[config.mk]
export PLATFORM = sky130hd
export DESIGN_NAME = mmu_ctrl_regs
export DESIGN_NICKNAME = d
export VERILOG_FILES = /design/src/rtl/mmu_regs_pkg.sv /design/src/rtl/mmu_cmd_seq.sv /design/src/rtl/mmu_irq_ctrl.sv /design/src/rtl/mmu_ctrl_regs.sv
export SDC_FILE = /design/constraint.sdc
export NUM_CORES = 1
export LEC_CHECK = 0
export ABC_AREA = 1
export CORE_UTILIZATION = 25
export DETAILED_ROUTE_END_ITERATION = 8
export PLACE_DENSITY = 0.52
export SLEW_MARGIN = 20
export SYNTH_ARGS = -nofsm -noshare
export SYNTH_HDL_FRONTEND = slang
export SYNTH_HIERARCHICAL = 1
export SYNTH_SLANG_ARGS = --single-unit
export TNS_END_PERCENT = 50
[constraint.sdc]
create_clock -name clk -period 4.6 [get_ports clk]
set_input_delay 1.38 -clock clk [delete_from_list [all_inputs] [get_ports clk]]
set_output_delay 1.38 -clock clk [all_outputs]
set_load 0.05 [all_outputs]
[src/rtl/mmu_regs_pkg.sv]
package mmu_regs_pkg;

    localparam int N_CAUSE = 2;

    localparam int OFF_BASE   = 'h00;
    localparam int OFF_STATUS = 'h04;
    localparam int OFF_CMD    = 'h08;
    localparam int OFF_FADDR  = 'h0C;
    localparam int OFF_ZAPONE = 'h10;
    localparam int OFF_RAW    = 'h14;
    localparam int OFF_CLEAR  = 'h18;
    localparam int OFF_MASK   = 'h1C;
    localparam int OFF_STAT   = 'h20;
    localparam int OFF_GATE   = 'h24;

    typedef enum logic [2:0] {
        CMD_PAGE_ON   = 3'd0,
        CMD_PAGE_OFF  = 3'd1,
        CMD_STALL_ON  = 3'd2,
        CMD_STALL_OFF = 3'd3,
        CMD_ZAP_ALL   = 3'd4,
        CMD_FAULT_ACK = 3'd5,
        CMD_HARD_RST  = 3'd6
    } cmd_e;

    localparam int CAUSE_FAULT  = 0;
    localparam int CAUSE_BUSERR = 1;

    typedef struct packed {
        logic paging;
        logic fault_active;
        logic stall_active;
        logic idle;
        logic replay_empty;
        logic fault_write;
    } status_t;

    function automatic logic [31:0] pack_status(status_t s);
        logic [31:0] w;
        w     = '0;
        w[0]  = s.paging;
        w[1]  = s.fault_active;
        w[2]  = s.stall_active;
        w[3]  = s.idle;
        w[4]  = s.replay_empty;
        w[5]  = s.fault_write;
        w[31] = ~s.stall_active;
        return w;
    endfunction

endpackage

[src/rtl/mmu_cmd_seq.sv]
module mmu_cmd_seq
    import mmu_regs_pkg::*;
(
    input  logic        clk,
    input  logic        clr,
    input  logic        cmd_valid,
    input  cmd_e        cmd_code,
    input  logic        walk_idle,
    input  logic        walk_fault,
    input  logic        walk_fault_write,
    input  logic [31:0] walk_fault_addr,
    output logic        paging_en,
    output logic        stall_req,
    output logic        stall_shown,
    output logic        fault_active,
    output logic        fault_write,
    output logic [31:0] fault_addr,
    output logic        zap_all,
    output logic        fault_done
);

    logic paging_q, stall_req_q, stall_act_q, fault_q, fwrite_q;
    logic zap_q, done_q;
    logic [31:0] faddr_q;

    logic is_on, is_off, is_st_on, is_st_off, is_zap, is_ack;

    always_comb begin
        is_on     = cmd_valid && (cmd_code == CMD_PAGE_ON);
        is_off    = cmd_valid && (cmd_code == CMD_PAGE_OFF);
        is_st_on  = cmd_valid && (cmd_code == CMD_STALL_ON);
        is_st_off = cmd_valid && (cmd_code == CMD_STALL_OFF);
        is_zap    = cmd_valid && (cmd_code == CMD_ZAP_ALL);
        is_ack    = cmd_valid && (cmd_code == CMD_FAULT_ACK);
    end

    always_ff @(posedge clk) begin
        if (clr) begin
            paging_q    <= 1'b0;
            stall_req_q <= 1'b0;
            stall_act_q <= 1'b0;
            fault_q     <= 1'b0;
            fwrite_q    <= 1'b0;
            faddr_q     <= '0;
            zap_q       <= 1'b0;
            done_q      <= 1'b0;
        end else begin
            if (is_on)
                paging_q <= 1'b1;
            else if (is_off)
                paging_q <= 1'b0;

            if (is_st_on && !fault_q)
                stall_req_q <= 1'b1;
            else if (is_st_off)
                stall_req_q <= 1'b0;

            stall_act_q <= stall_req_q && paging_q && (stall_act_q || walk_idle);

            if (walk_fault) begin
                fault_q  <= 1'b1;
                fwrite_q <= walk_fault_write;
                faddr_q  <= walk_fault_addr;
            end else if (is_ack) begin
                fault_q <= 1'b0;
            end

            zap_q  <= is_zap;
            done_q <= is_ack;
        end
    end

    assign paging_en    = paging_q;
    assign stall_req    = stall_req_q;
    assign stall_shown  = stall_act_q && paging_q && stall_req_q;
    assign fault_active = fault_q;
    assign fault_write  = fwrite_q;
    assign fault_addr   = faddr_q;
    assign zap_all      = zap_q;
    assign fault_done   = done_q;

endmodule

[src/rtl/mmu_irq_ctrl.sv]
module mmu_irq_ctrl
    import mmu_regs_pkg::*;
(
    input  logic               clk,
    input  logic               clr,
    input  logic [N_CAUSE-1:0] events,
    input  logic               mask_we,
    input  logic [N_CAUSE-1:0] mask_wd,
    input  logic               clear_we,
    input  logic [N_CAUSE-1:0] clear_wd,
    output logic [N_CAUSE-1:0] raw,
    output logic [N_CAUSE-1:0] mask,
    output logic [N_CAUSE-1:0] masked,
    output logic               irq
);

    logic [N_CAUSE-1:0] raw_q, mask_q;

    for (genvar i = 0; i < N_CAUSE; i++) begin : g_cause
        always_ff @(posedge clk) begin
            if (clr)
                raw_q[i] <= 1'b0;
            else if (events[i])
                raw_q[i] <= 1'b1;
            else if (clear_we && clear_wd[i])
                raw_q[i] <= 1'b0;
        end
    end

    always_ff @(posedge clk) begin
        if (clr)
            mask_q <= '0;
        else if (mask_we)
            mask_q <= mask_wd;
    end

    assign raw    = raw_q;
    assign mask   = mask_q;
    assign masked = raw_q & mask_q;
    assign irq    = |(raw_q & mask_q);

endmodule

[src/rtl/mmu_ctrl_regs.sv]
module mmu_ctrl_regs
    import mmu_regs_pkg::*;
#(
    parameter int ADDR_W    = 8,
    parameter int PAGE_BITS = 12
) (
    input  logic              clk,
    input  logic              rst,
    input  logic              wr_en,
    input  logic [ADDR_W-1:0] addr,
    input  logic [31:0]       wdata,
    output logic [31:0]       rdata,
    output logic              paging_en,
    output logic [31:0]       dir_base,
    output logic              stall_req,
    output logic              zap_all,
    output logic              zap_page,
    output logic [31:0]       zap_addr,
    output logic              fault_done,
    output logic              gate_en,
    input  logic              walk_idle,
    input  logic              replay_empty,
    input  logic              walk_fault,
    input  logic              walk_fault_write,
    input  logic [31:0]       walk_fault_addr,
    input  logic              walk_bus_err,
    output logic              irq
);

    localparam int HI_W = 32 - PAGE_BITS;

    logic sel_base, sel_cmd, sel_zap, sel_clear, sel_mask, sel_gate;
    logic cmd_valid, hard_rst, clr;
    cmd_e cmd_code;

    always_comb begin
        sel_base  = wr_en && (addr == ADDR_W'(OFF_BASE));
        sel_cmd   = wr_en && (addr == ADDR_W'(OFF_CMD));
        sel_zap   = wr_en && (addr == ADDR_W'(OFF_ZAPONE));
        sel_clear = wr_en && (addr == ADDR_W'(OFF_CLEAR));
        sel_mask  = wr_en && (addr == ADDR_W'(OFF_MASK));
        sel_gate  = wr_en && (addr == ADDR_W'(OFF_GATE));
        cmd_valid = sel_cmd && (wdata <= 32'(CMD_HARD_RST));
        cmd_code  = cmd_e'(wdata[2:0]);
        hard_rst  = cmd_valid && (cmd_code == CMD_HARD_RST);
        clr       = rst || hard_rst;
    end

    logic            stall_shown, fault_active, fault_write;
    logic [31:0]     fault_addr;

    mmu_cmd_seq i_seq (
        .clk              (clk),
        .clr              (clr),
        .cmd_valid        (cmd_valid),
        .cmd_code         (cmd_code),
        .walk_idle        (walk_idle),
        .walk_fault       (walk_fault),
        .walk_fault_write (walk_fault_write),
        .walk_fault_addr  (walk_fault_addr),
        .paging_en        (paging_en),
        .stall_req        (stall_req),
        .stall_shown      (stall_shown),
        .fault_active     (fault_active),
        .fault_write      (fault_write),
        .fault_addr       (fault_addr),
        .zap_all          (zap_all),
        .fault_done       (fault_done)
    );

    logic [N_CAUSE-1:0] events, raw, mask, masked;

    always_comb begin
        events               = '0;
        events[CAUSE_FAULT]  = walk_fault;
        events[CAUSE_BUSERR] = walk_bus_err;
    end

    mmu_irq_ctrl i_irq (
        .clk      (clk),
        .clr      (clr),
        .events   (events),
        .mask_we  (sel_mask),
        .mask_wd  (wdata[N_CAUSE-1:0]),
        .clear_we (sel_clear),
        .clear_wd (wdata[N_CAUSE-1:0]),
        .raw      (raw),
        .mask     (mask),
        .masked   (masked),
        .irq      (irq)
    );

    logic [HI_W-1:0] base_q, zap_hi_q;
    logic            zap_pg_q, gate_q;

    always_ff @(posedge clk) begin
        if (clr) begin
            base_q   <= '0;
            zap_hi_q <= '0;
            zap_pg_q <= 1'b0;
            gate_q   <= 1'b0;
        end else begin
            if (sel_base)
                base_q <= wdata[31:PAGE_BITS];
            if (sel_zap)
                zap_hi_q <= wdata[31:PAGE_BITS];
            zap_pg_q <= sel_zap;
            if (sel_gate)
                gate_q <= wdata[0];
        end
    end

    assign dir_base = {base_q, {PAGE_BITS{1'b0}}};
    assign zap_addr = {zap_hi_q, {PAGE_BITS{1'b0}}};
    assign zap_page = zap_pg_q;
    assign gate_en  = gate_q;

    status_t st;

    always_comb begin
        st.paging       = paging_en;
        st.fault_active = fault_active;
        st.stall_active = stall_shown;
        st.idle         = walk_idle;
        st.replay_empty = replay_empty;
        st.fault_write  = fault_write;

        rdata = '0;
        if (addr == ADDR_W'(OFF_BASE))
            rdata = dir_base;
        else if (addr == ADDR_W'(OFF_STATUS))
            rdata = pack_status(st);
        else if (addr == ADDR_W'(OFF_FADDR))
            rdata = fault_addr;
        else if (addr == ADDR_W'(OFF_RAW))
            rdata = 32'(raw);
        else if (addr == ADDR_W'(OFF_MASK))
            rdata = 32'(mask);
        else if (addr == ADDR_W'(OFF_STAT))
            rdata = 32'(masked);
        else if (addr == ADDR_W'(OFF_GATE))
            rdata = {31'b0, gate_q};
    end

endmodule

==> results of run 1 <==
-- layout by cell type (no fill, tap or decap), types with 2 or more instances in the layout --
master / n
sky130_fd_sc_hd__inv_1: 73
sky130_fd_sc_hd__nand2_1: 85
sky130_fd_sc_hd__clkbuf_8: 2
sky130_fd_sc_hd__nand4_1: 3
sky130_fd_sc_hd__a22o_1: 20
sky130_fd_sc_hd__buf_4: 8
sky130_fd_sc_hd__inv_2: 6
sky130_fd_sc_hd__conb_1: 24
sky130_fd_sc_hd__a21oi_1: 29
sky130_fd_sc_hd__clkdlybuf4s50_1: 126
sky130_fd_sc_hd__clkbuf_16: 9
sky130_fd_sc_hd__buf_12: 34
sky130_fd_sc_hd__dfxtp_1: 85
sky130_fd_sc_hd__nor2_2: 3
sky130_fd_sc_hd__nor2_1: 168
sky130_fd_sc_hd__nand2_2: 2
sky130_fd_sc_hd__clkinv_4: 2
sky130_fd_sc_hd__o21ai_1: 7
sky130_fd_sc_hd__nor2_4: 4
sky130_fd_sc_hd__o21ai_0: 30
sky130_fd_sc_hd__nand3_1: 35
-- per-stage QoR --
step / instances / power [mW] / worst slack [ps] / TNS, ps
6_report: 986 / 1.68 / 168 / 0
5_1_grt: 986 / 1.76 / -21.2 / -21.2
4_1_cts: 984 / 1.71 / 35.6 / 0
3_5_place_dp: 969 / 0.992 / 52.3 / 0
3_3_place_gp: 969 / 0.992 / 59.1 / 0
2_1_floorplan: 634 / 0.913 / 435 / 0
-- layer usage --
layer  GRT usage (%)  wire, µm
met1            21.7      6450
met2            23.0      5870
met3            4.13       768
met4            5.23       159
met5               0         0
-- path summary, 6_finish.rpt --
check                                  start            to  slack [ps]  cells past startpoint
worst max-delay path                 addr[2]      rdata[1]         170                     11
worst min-delay path            i_irq/raw[0]  i_irq/raw[0]         490                      2
worst max register to register    base_q[19]    base_q[19]        3790                      4
worst min register to register  i_irq/raw[0]  i_irq/raw[0]         490                      2
-- what timing repair did --
item / 4_1_cts / 5_1_grt
endpoints found under the hold margin: 0 / 0
hold buffers: 0 / 0
buffers inserted: 0 / 2
endpoints found under the setup margin: 0 / 25
gates resized for setup: 0 / 0
-- cell usage after synthesis (6+ instances only) --
master / number / area share (%)
sky130_fd_sc_hd__nor2_1: 168 / 15
sky130_fd_sc_hd__dfxtp_1: 85 / 41
sky130_fd_sc_hd__nand2_1: 85 / 7.6
sky130_fd_sc_hd__inv_1: 73 / 6.5
sky130_fd_sc_hd__nand3_1: 35 / 4.2
sky130_fd_sc_hd__buf_4: 30 / 5.4
sky130_fd_sc_hd__o21ai_0: 30 / 3.6
sky130_fd_sc_hd__a21oi_1: 29 / 3.5
sky130_fd_sc_hd__a22o_1: 20 / 4.2
sky130_fd_sc_hd__buf_6: 10 / 2.7
sky130_fd_sc_hd__buf_2: 8 / 0.95
sky130_fd_sc_hd__o21ai_1: 7 / 0.83
sky130_fd_sc_hd__inv_2: 6 / 0.54
-- worst max-delay path, delay by kind of cell --
family	cells	cell delay, ps
AND/OR/NAND/NOR	7	720
buffers and inverters	4	940
-- flip-flops by register name, summed over array words and instances (netlist names) --
name and flops:
i_seq/fault_write 1, zap_page 1, i_seq/fault_addr 32, i_seq/stall_req 1, i_irq/mask 2, zap_hi_q 20
gate_en 1, i_seq/paging_en 1, i_irq/raw 2, base_q 20, i_seq/fault_done 1, i_seq/fault_active 1
i_seq/stall_act_q 1, i_seq/zap_all 1
-- logic make-up (layout without fill, tap and decap cells) --
family,count (synthesis),count (layout),share of synthesized area [%]
other,1,24,0.0894
DFF,85,85,40.5
AOI/OAI and AO/OA,88,88,12.4
and+or+nand+nor,307,307,30.6
buffers and inverters,130,262,16.3
-- power by group --
group          total [mW]  internal, mW  switching [mW]  leakage, nW
logic               0.204        0.0838           0.120         1.78
registers           0.771         0.758          0.0130        0.694
clock network       0.706         0.396           0.311        0.142
total                1.68          1.24           0.444         2.62
-- area by class of cell --
class | count | share of cell area, %
Multi-Input combinational cell | 419 | 29.4
Clock inverter | 4 | 0.485
Tap cell | 220 | 4.26
Inverter | 79 | 4.59
Clock buffer | 11 | 3.92
Sequential cell | 85 | 26.4
Timing Repair Buffer | 168 | 31.0
==> insert_results.sql, run 1 <==
INSERT INTO impl_metrics (metric_group, metric, value, unit) VALUES
('worst_setup_path', 'crit_path_top_delay_cell', 'sky130_fd_sc_hd__clkdlybuf4s50_1', ''),
('timing', 'timing_max_transition_violations_final', '0', ''),
('grt', 'global_route.overflow_total', '0', ''),
('clock_tree', 'numClockSinks', '85', ''),
('synth', 'synthesis.area', '4200', 'µm²'),
('worst_hold_path', 'timing.hold.worst.class', 'register to register', ''),
('cells_and_area', 'design_area', '6450', 'µm²'),
('floorplanning', 'dieArea', '17300', 'µm²'),
('synth', 'synthesis.area_per_instance', '6.87', 'µm²'),
('clock_tree', 'max-clock-path-buffers', '2', ''),
('pwr', 'power.leakage', '2.62', 'nW'),
('worst_setup_path', 'crit_type', 'primary input to output pin', ''),
('job', 'drv_cap', '0', ''),
('clock_tree', 'clkLatencyLatePin', '340', 'ps'),
('cells_and_area', 'final_util', '39.2', '%'),
('timing', 'final.period_utilization', '96.3', '%'),
('synth', 'synth_edf_count', '0', ''),
('cells_and_area', 'fillCellCount', '1746', ''),
('worst_setup_path', 'cp-start-kind', 'primary input', ''),
('worst_setup_path', 'worstPathRequired', '3220', 'ps'),
('timing', 'clock.fmax', '0.226', 'GHz'),
('place', 'post_dp_cell_area', '6140', 'µm²'),
('floorplanning', 'std_cell_rows', '47', ''),
('synth', 'post_synth_num_cell_types', '28', ''),
('floorplanning', 'floorplan.initialDensity', '25.5', '%'),
('synth', 'yosys_warnings', '6', ''),
('cells_and_area', 'antenna-diode-count', '0', ''),
('cells_and_area', 'regArea', '1700', 'µm²'),
('floorplanning', 'area_of_the_placeable_core', '16500', 'µm²'),
('routing', 'wirelength', '13200', 'µm'),
('routing', 'route.detailed.drc', '0', ''),
('clock_tree', 'clk_pin_slew', '60', 'ps'),
('grt', 'grt_max_degree', '52', ''),
('synth', 'synth-seq-cells', '85', ''),
('clock_tree', 'ctsHtreeMaxLevel', '3', ''),
('floorplanning', 'floorplan.io_pins', '183', ''),
('clock_tree', 'cts_made_buffers', '9', ''),
('worst_setup_path', 'endpoint_kind', 'output pin', ''),
('worst_setup_path', 'worstPathArrival', '3050', 'ps'),
('grt', 'grt_pass1_vias', '3683', ''),
('floorplanning', 'floorplan.die.width', '132', 'µm'),
('synth', 'yosys_most_used_dff', 'sky130_fd_sc_hd__dfxtp_1', ''),
('clock_tree', 'cts_tree', 'built', ''),
('worst_setup_path', 'critPathMaxStageDelay', '510', 'ps'),
('timing', 'fin_worst_skew', '0.977', 'ps'),
('cells_and_area', 'drive_gt1_share', '9.92', '%'),
('worst_setup_path', 'cp_max_fo', '10', ''),
('place', 'dp_hpwl', '9840', 'µm'),
('routing', 'drtIter0Drc', '250', ''),
('place', 'placement.io_buffers', '158', ''),
('routing', 'drt_pass_1_iters', '4', ''),
('synth', 'synthesis.instances', '611', ''),
('place', 'gpl.final_weighted_congestion', '0.821', ''),
('grt', 'antenna_violations_before_repair', '0', ''),
('pwr', 'vdd_ir_drop_max', '0.000164', 'V'),
('routing', 'dr_total_vias', '4069', ''),
('cells_and_area', 'final_net_count', '842', ''),
('timing', 'worst_slew_margin_rel', '45.2', '%'),
('timing', 'finalHoldWorstSlack', '487', 'ps'),
('worst_setup_path', 'critical_path.cell_chain', 'clkdlybuf4s50_1 > nand2_1 > nor2_1 > inv_1 > nor2_4 > buf_12 > nand2_1 > nand2_1 > nor2_1 > nor2_1 > buf_12', ''),
('synth', 'postSynth.asyncResetShare', '0', '%'),
('status', 'outcome', 'completed', ''),
('routing', 'vias_per_cell', '4.13', ''),
('cells_and_area', 'syn2layout_area_growth', '53.8', '%'),
('timing', 'period_needed', '4430', 'ps'),
('timing', 'hold_violations', '0', ''),
('cells_and_area', 'multi_input_comb_area', '1900', 'µm²'),
('routing', 'antenna_violating_nets_post_route', '0', ''),
('timing', 'max_slew.worst_pin.slew', '820', 'ps'),
('pwr', 'cellPowerDensity', '261', 'nW/µm²'),
('routing', 'wl_per_cell', '13.4', 'µm'),
('floorplanning', 'dieHeight', '132', 'µm'),
('synth', 'synth-seq-area-share', '40.5', '%'),
('timing', 'finalSetupViolCount', '0', ''),
('grt', 'grt_first_pass_wirelength', '21100', 'µm'),
('clock_tree', 'clockRootBuffer', 'sky130_fd_sc_hd__clkbuf_16', ''),
('grt', 'combined_global_route_utilization_of_all_metal_layers', '15.6', '%');
Power figures use the tool's default switching activity.
==> run 2: changes to the inputs <==
==> constraint.sdc (replaced) <==
create_clock -name clk -period 4.4 [get_ports clk]
set_input_delay 1.32 -clock clk [delete_from_list [all_inputs] [get_ports clk]]
set_output_delay 1.32 -clock clk [all_outputs]
set_load 0.05 [all_outputs]
==> insert_results.sql, run 2 (synthesized netlist as in run 1, its figures left out) <==
INSERT INTO impl_metrics (metric_group, metric, value, unit) VALUES
('cells_and_area', 'fillCellCount', '1754', ''),
('clock_tree', 'ctsHtreeMaxLevel', '3', ''),
('worst_setup_path', 'worstPathArrival', '2980', 'ps'),
('worst_hold_path', 'timing.hold.worst.class', 'register to register', ''),
('worst_setup_path', 'critical_path.cell_chain', 'clkdlybuf4s50_1 > nand2_1 > nor2_1 > inv_1 > nor2_4 > buf_12 > a22o_1 > buf_12', ''),
('floorplanning', 'std_cell_rows', '47', ''),
('routing', 'wl_per_cell', '13.4', 'µm'),
('grt', 'grt_pass1_vias', '3791', ''),
('grt', 'global_route.overflow_total', '0', ''),
('timing', 'period_needed', '4300', 'ps'),
('cells_and_area', 'syn2layout_area_growth', '54.7', '%'),
('worst_setup_path', 'crit_path_top_delay_cell', 'sky130_fd_sc_hd__clkdlybuf4s50_1', ''),
('timing', 'timing_max_transition_violations_final', '0', ''),
('cells_and_area', 'layout_commonest_cell', 'sky130_fd_sc_hd__nor2_1', ''),
('cells_and_area', 'layout_common_cells', 'sky130_fd_sc_hd__nor2_1 (165), sky130_fd_sc_hd__clkdlybuf4s50_1 (126), sky130_fd_sc_hd__nand2_1 (85), sky130_fd_sc_hd__dfxtp_1 (85), sky130_fd_sc_hd__inv_1 (72)', ''),
('grt', 'antenna_violations_before_repair', '0', ''),
('worst_setup_path', 'worst_r2r_setup_slack', '3570', 'ps'),
('place', 'dp_hpwl', '9810', 'µm'),
('worst_hold_path', 'holdPathStages', '2', ''),
('floorplanning', 'floorplan.die.width', '132', 'µm'),
('worst_hold_path', 'worst_hold_path_ep', 'i_irq/raw[1]', ''),
('cells_and_area', 'final_net_count', '845', ''),
('worst_setup_path', 'worstPathRequired', '3080', 'ps'),
('cells_and_area', 'antenna-diode-count', '0', ''),
('grt', 'grt_max_degree', '52', ''),
('timing', 'rsz0062_at_grt', 'no', ''),
('routing', 'drtIter0Drc', '219', ''),
('timing', 'finalSetupViolCount', '0', ''),
('floorplanning', 'floorplan.initialDensity', '25.5', '%'),
('clock_tree', 'max-clock-path-buffers', '2', ''),
('pwr', 'power.leakage', '2.63', 'nW'),
('worst_setup_path', 'reg2regPathDepth', '4', ''),
('job', 'drv_cap', '0', ''),
('clock_tree', 'cts_tree', 'built', ''),
('timing', 'worst_slew_margin_rel', '46.1', '%'),
('status', 'outcome', 'completed', ''),
('routing', 'dr_total_vias', '4119', ''),
('routing', 'wirelength', '13200', 'µm'),
('clock_tree', 'cts_made_buffers', '9', ''),
('place', 'gpl.final_weighted_congestion', '0.826', ''),
('worst_setup_path', 'critPathMaxStageDelay', '520', 'ps'),
('floorplanning', 'floorplan.io_pins', '183', ''),
('grt', 'combined_global_route_utilization_of_all_metal_layers', '15.3', '%'),
('pwr', 'vdd_ir_drop_max', '0.000162', 'V'),
('worst_setup_path', 'cp_common_cell', 'sky130_fd_sc_hd__buf_12', ''),
('timing', 'clock.fmax', '0.232', 'GHz'),
('routing', 'vias_per_cell', '4.16', ''),
('worst_setup_path', 'endpoint_kind', 'output pin', ''),
('cells_and_area', 'regArea', '1700', 'µm²'),
('worst_setup_path', 'crit_type', 'primary input to output pin', ''),
('timing', 'final.period_utilization', '97.8', '%'),
('worst_setup_path', 'cp-start-kind', 'primary input', ''),
('clock_tree', 'numClockSinks', '85', ''),
('pwr', 'report.power.total', '1.81', 'mW'),
('timing', 'fin_worst_skew', '0.995', 'ps'),
('cells_and_area', 'multi_input_comb_area', '1910', 'µm²'),
('routing', 'antenna_violating_nets_post_route', '0', ''),
('worst_setup_path', 'crit-reg2reg-capture', 'base_q[5]', ''),
('routing', 'route.detailed.drc', '0', ''),
('floorplanning', 'area_of_the_placeable_core', '16500', 'µm²'),
('pwr', 'cellPowerDensity', '280', 'nW/µm²'),
('cells_and_area', 'design_area', '6490', 'µm²'),
('routing', 'drt_pass_1_iters', '4', ''),
('place', 'post_dp_cell_area', '6150', 'µm²'),
('grt', 'grt_first_pass_wirelength', '20500', 'µm'),
('clock_tree', 'clk_pin_slew', '60', 'ps'),
('place', 'placement.io_buffers', '158', ''),
('worst_setup_path', 'rr_startpoint', 'base_q[5]', ''),
('worst_setup_path', 'cp_max_fo', '17', ''),
('cells_and_area', 'drive_gt1_share', '10.8', '%'),
('worst_hold_path', 'worst_hold_startpoint', 'i_irq/raw[1]', ''),
('timing', 'fin_tns_setup', '0', 'ps'),
('floorplanning', 'dieArea', '17300', 'µm²'),
('clock_tree', 'holdBufCountCts', '0', ''),
('floorplanning', 'dieHeight', '132', 'µm'),
('clock_tree', 'clkLatencyLatePin', '340', 'ps'),
('timing', 'max_slew.worst_pin.slew', '806', 'ps'),
('clock_tree', 'clockRootBuffer', 'sky130_fd_sc_hd__clkbuf_16', ''),
('timing', 'hold_violations', '0', ''),
('cells_and_area', 'max_ffs_per_register', '32', '');
[run 2: cell types whose count changed in the layout (fill, tap and decap cells not counted), sizes merged]
cell / change
clkinv: -3
buf: +2
clkinvlp: +2
bufinv: +1
clkbuf: +1
nor2: +1
[run 2: worst max path at each step]
stage,to,startpoint,slack [ps]
global placement,rdata[11],addr[3],80
floorplan,rdata[0],addr[3],360
detailed placement,rdata[9],addr[3],60
global route,rdata[27],addr[1],3
finish,rdata[20],addr[3],100
CTS,rdata[6],addr[3],50
[run 2: routing by layer]
layer  track usage (%)  vias up  wire length (µm)
met3              4.09       13               711
met2              23.1      100              5870
met4              6.33        0               218
met5                 0        -                 0
li1                  -     2168                 -
met1              20.5     1838              6420
[run 2: critical path, delay by kind of cell]
family	cells	cell delay, ps
buffers and inverters	4	990
AND/OR/NAND/NOR	3	470
AO/OA/AOI/OAI	1	190
[run 2: layout make-up]
type | instances | area share, %
Tap cell | 220 | 4.24
Timing Repair Buffer | 170 | 30.7
Multi-Input combinational cell | 420 | 29.5
Sequential cell | 85 | 26.2
Inverter | 79 | 4.57
Clock inverter | 4 | 0.829
Clock buffer | 12 | 3.95
[run 2: where the power goes]
part | switching, mW | internal, mW | leakage [nW]
clock network | 0.320 | 0.473 | 0.145
logic | 0.127 | 0.0878 | 1.79
registers | 0.0135 | 0.793 | 0.694
total | 0.461 | 1.35 | 2.63
[run 2: repair_timing]
action,4_1_cts,5_1_grt
setup buffers,0,1
setup endpoints to repair,0,9
gates resized for setup,0,5
[run 2: metrics by stage]
step           setup slack, ps  cells  utilization [%]  hold slack, ps
2_1_floorplan              355    634                -             448
3_3_place_gp              78.6    972             37.4             471
3_5_place_dp              56.3    972             37.4             478
4_1_cts                   50.3    988             39.3             490
5_1_grt                   2.79    990             39.4             511
6_report                  97.6    990             39.4             485
==> run 3: changes to the inputs <==
--- a/config.mk
+++ b/config.mk
@@ -7,7 +7,9 @@
 export LEC_CHECK = 0
 export ABC_AREA = 1
 export CORE_UTILIZATION = 25
+export CTS_CLUSTER_DIAMETER = 50
 export DETAILED_ROUTE_END_ITERATION = 8
+export GPL_ROUTABILITY_DRIVEN = 0
 export PLACE_DENSITY = 0.52
 export SLEW_MARGIN = 20
 export SYNTH_ARGS = -nofsm -noshare
==> results of run 3 <==
No change in the layout: final DEF, timing and power equal those of run 2.
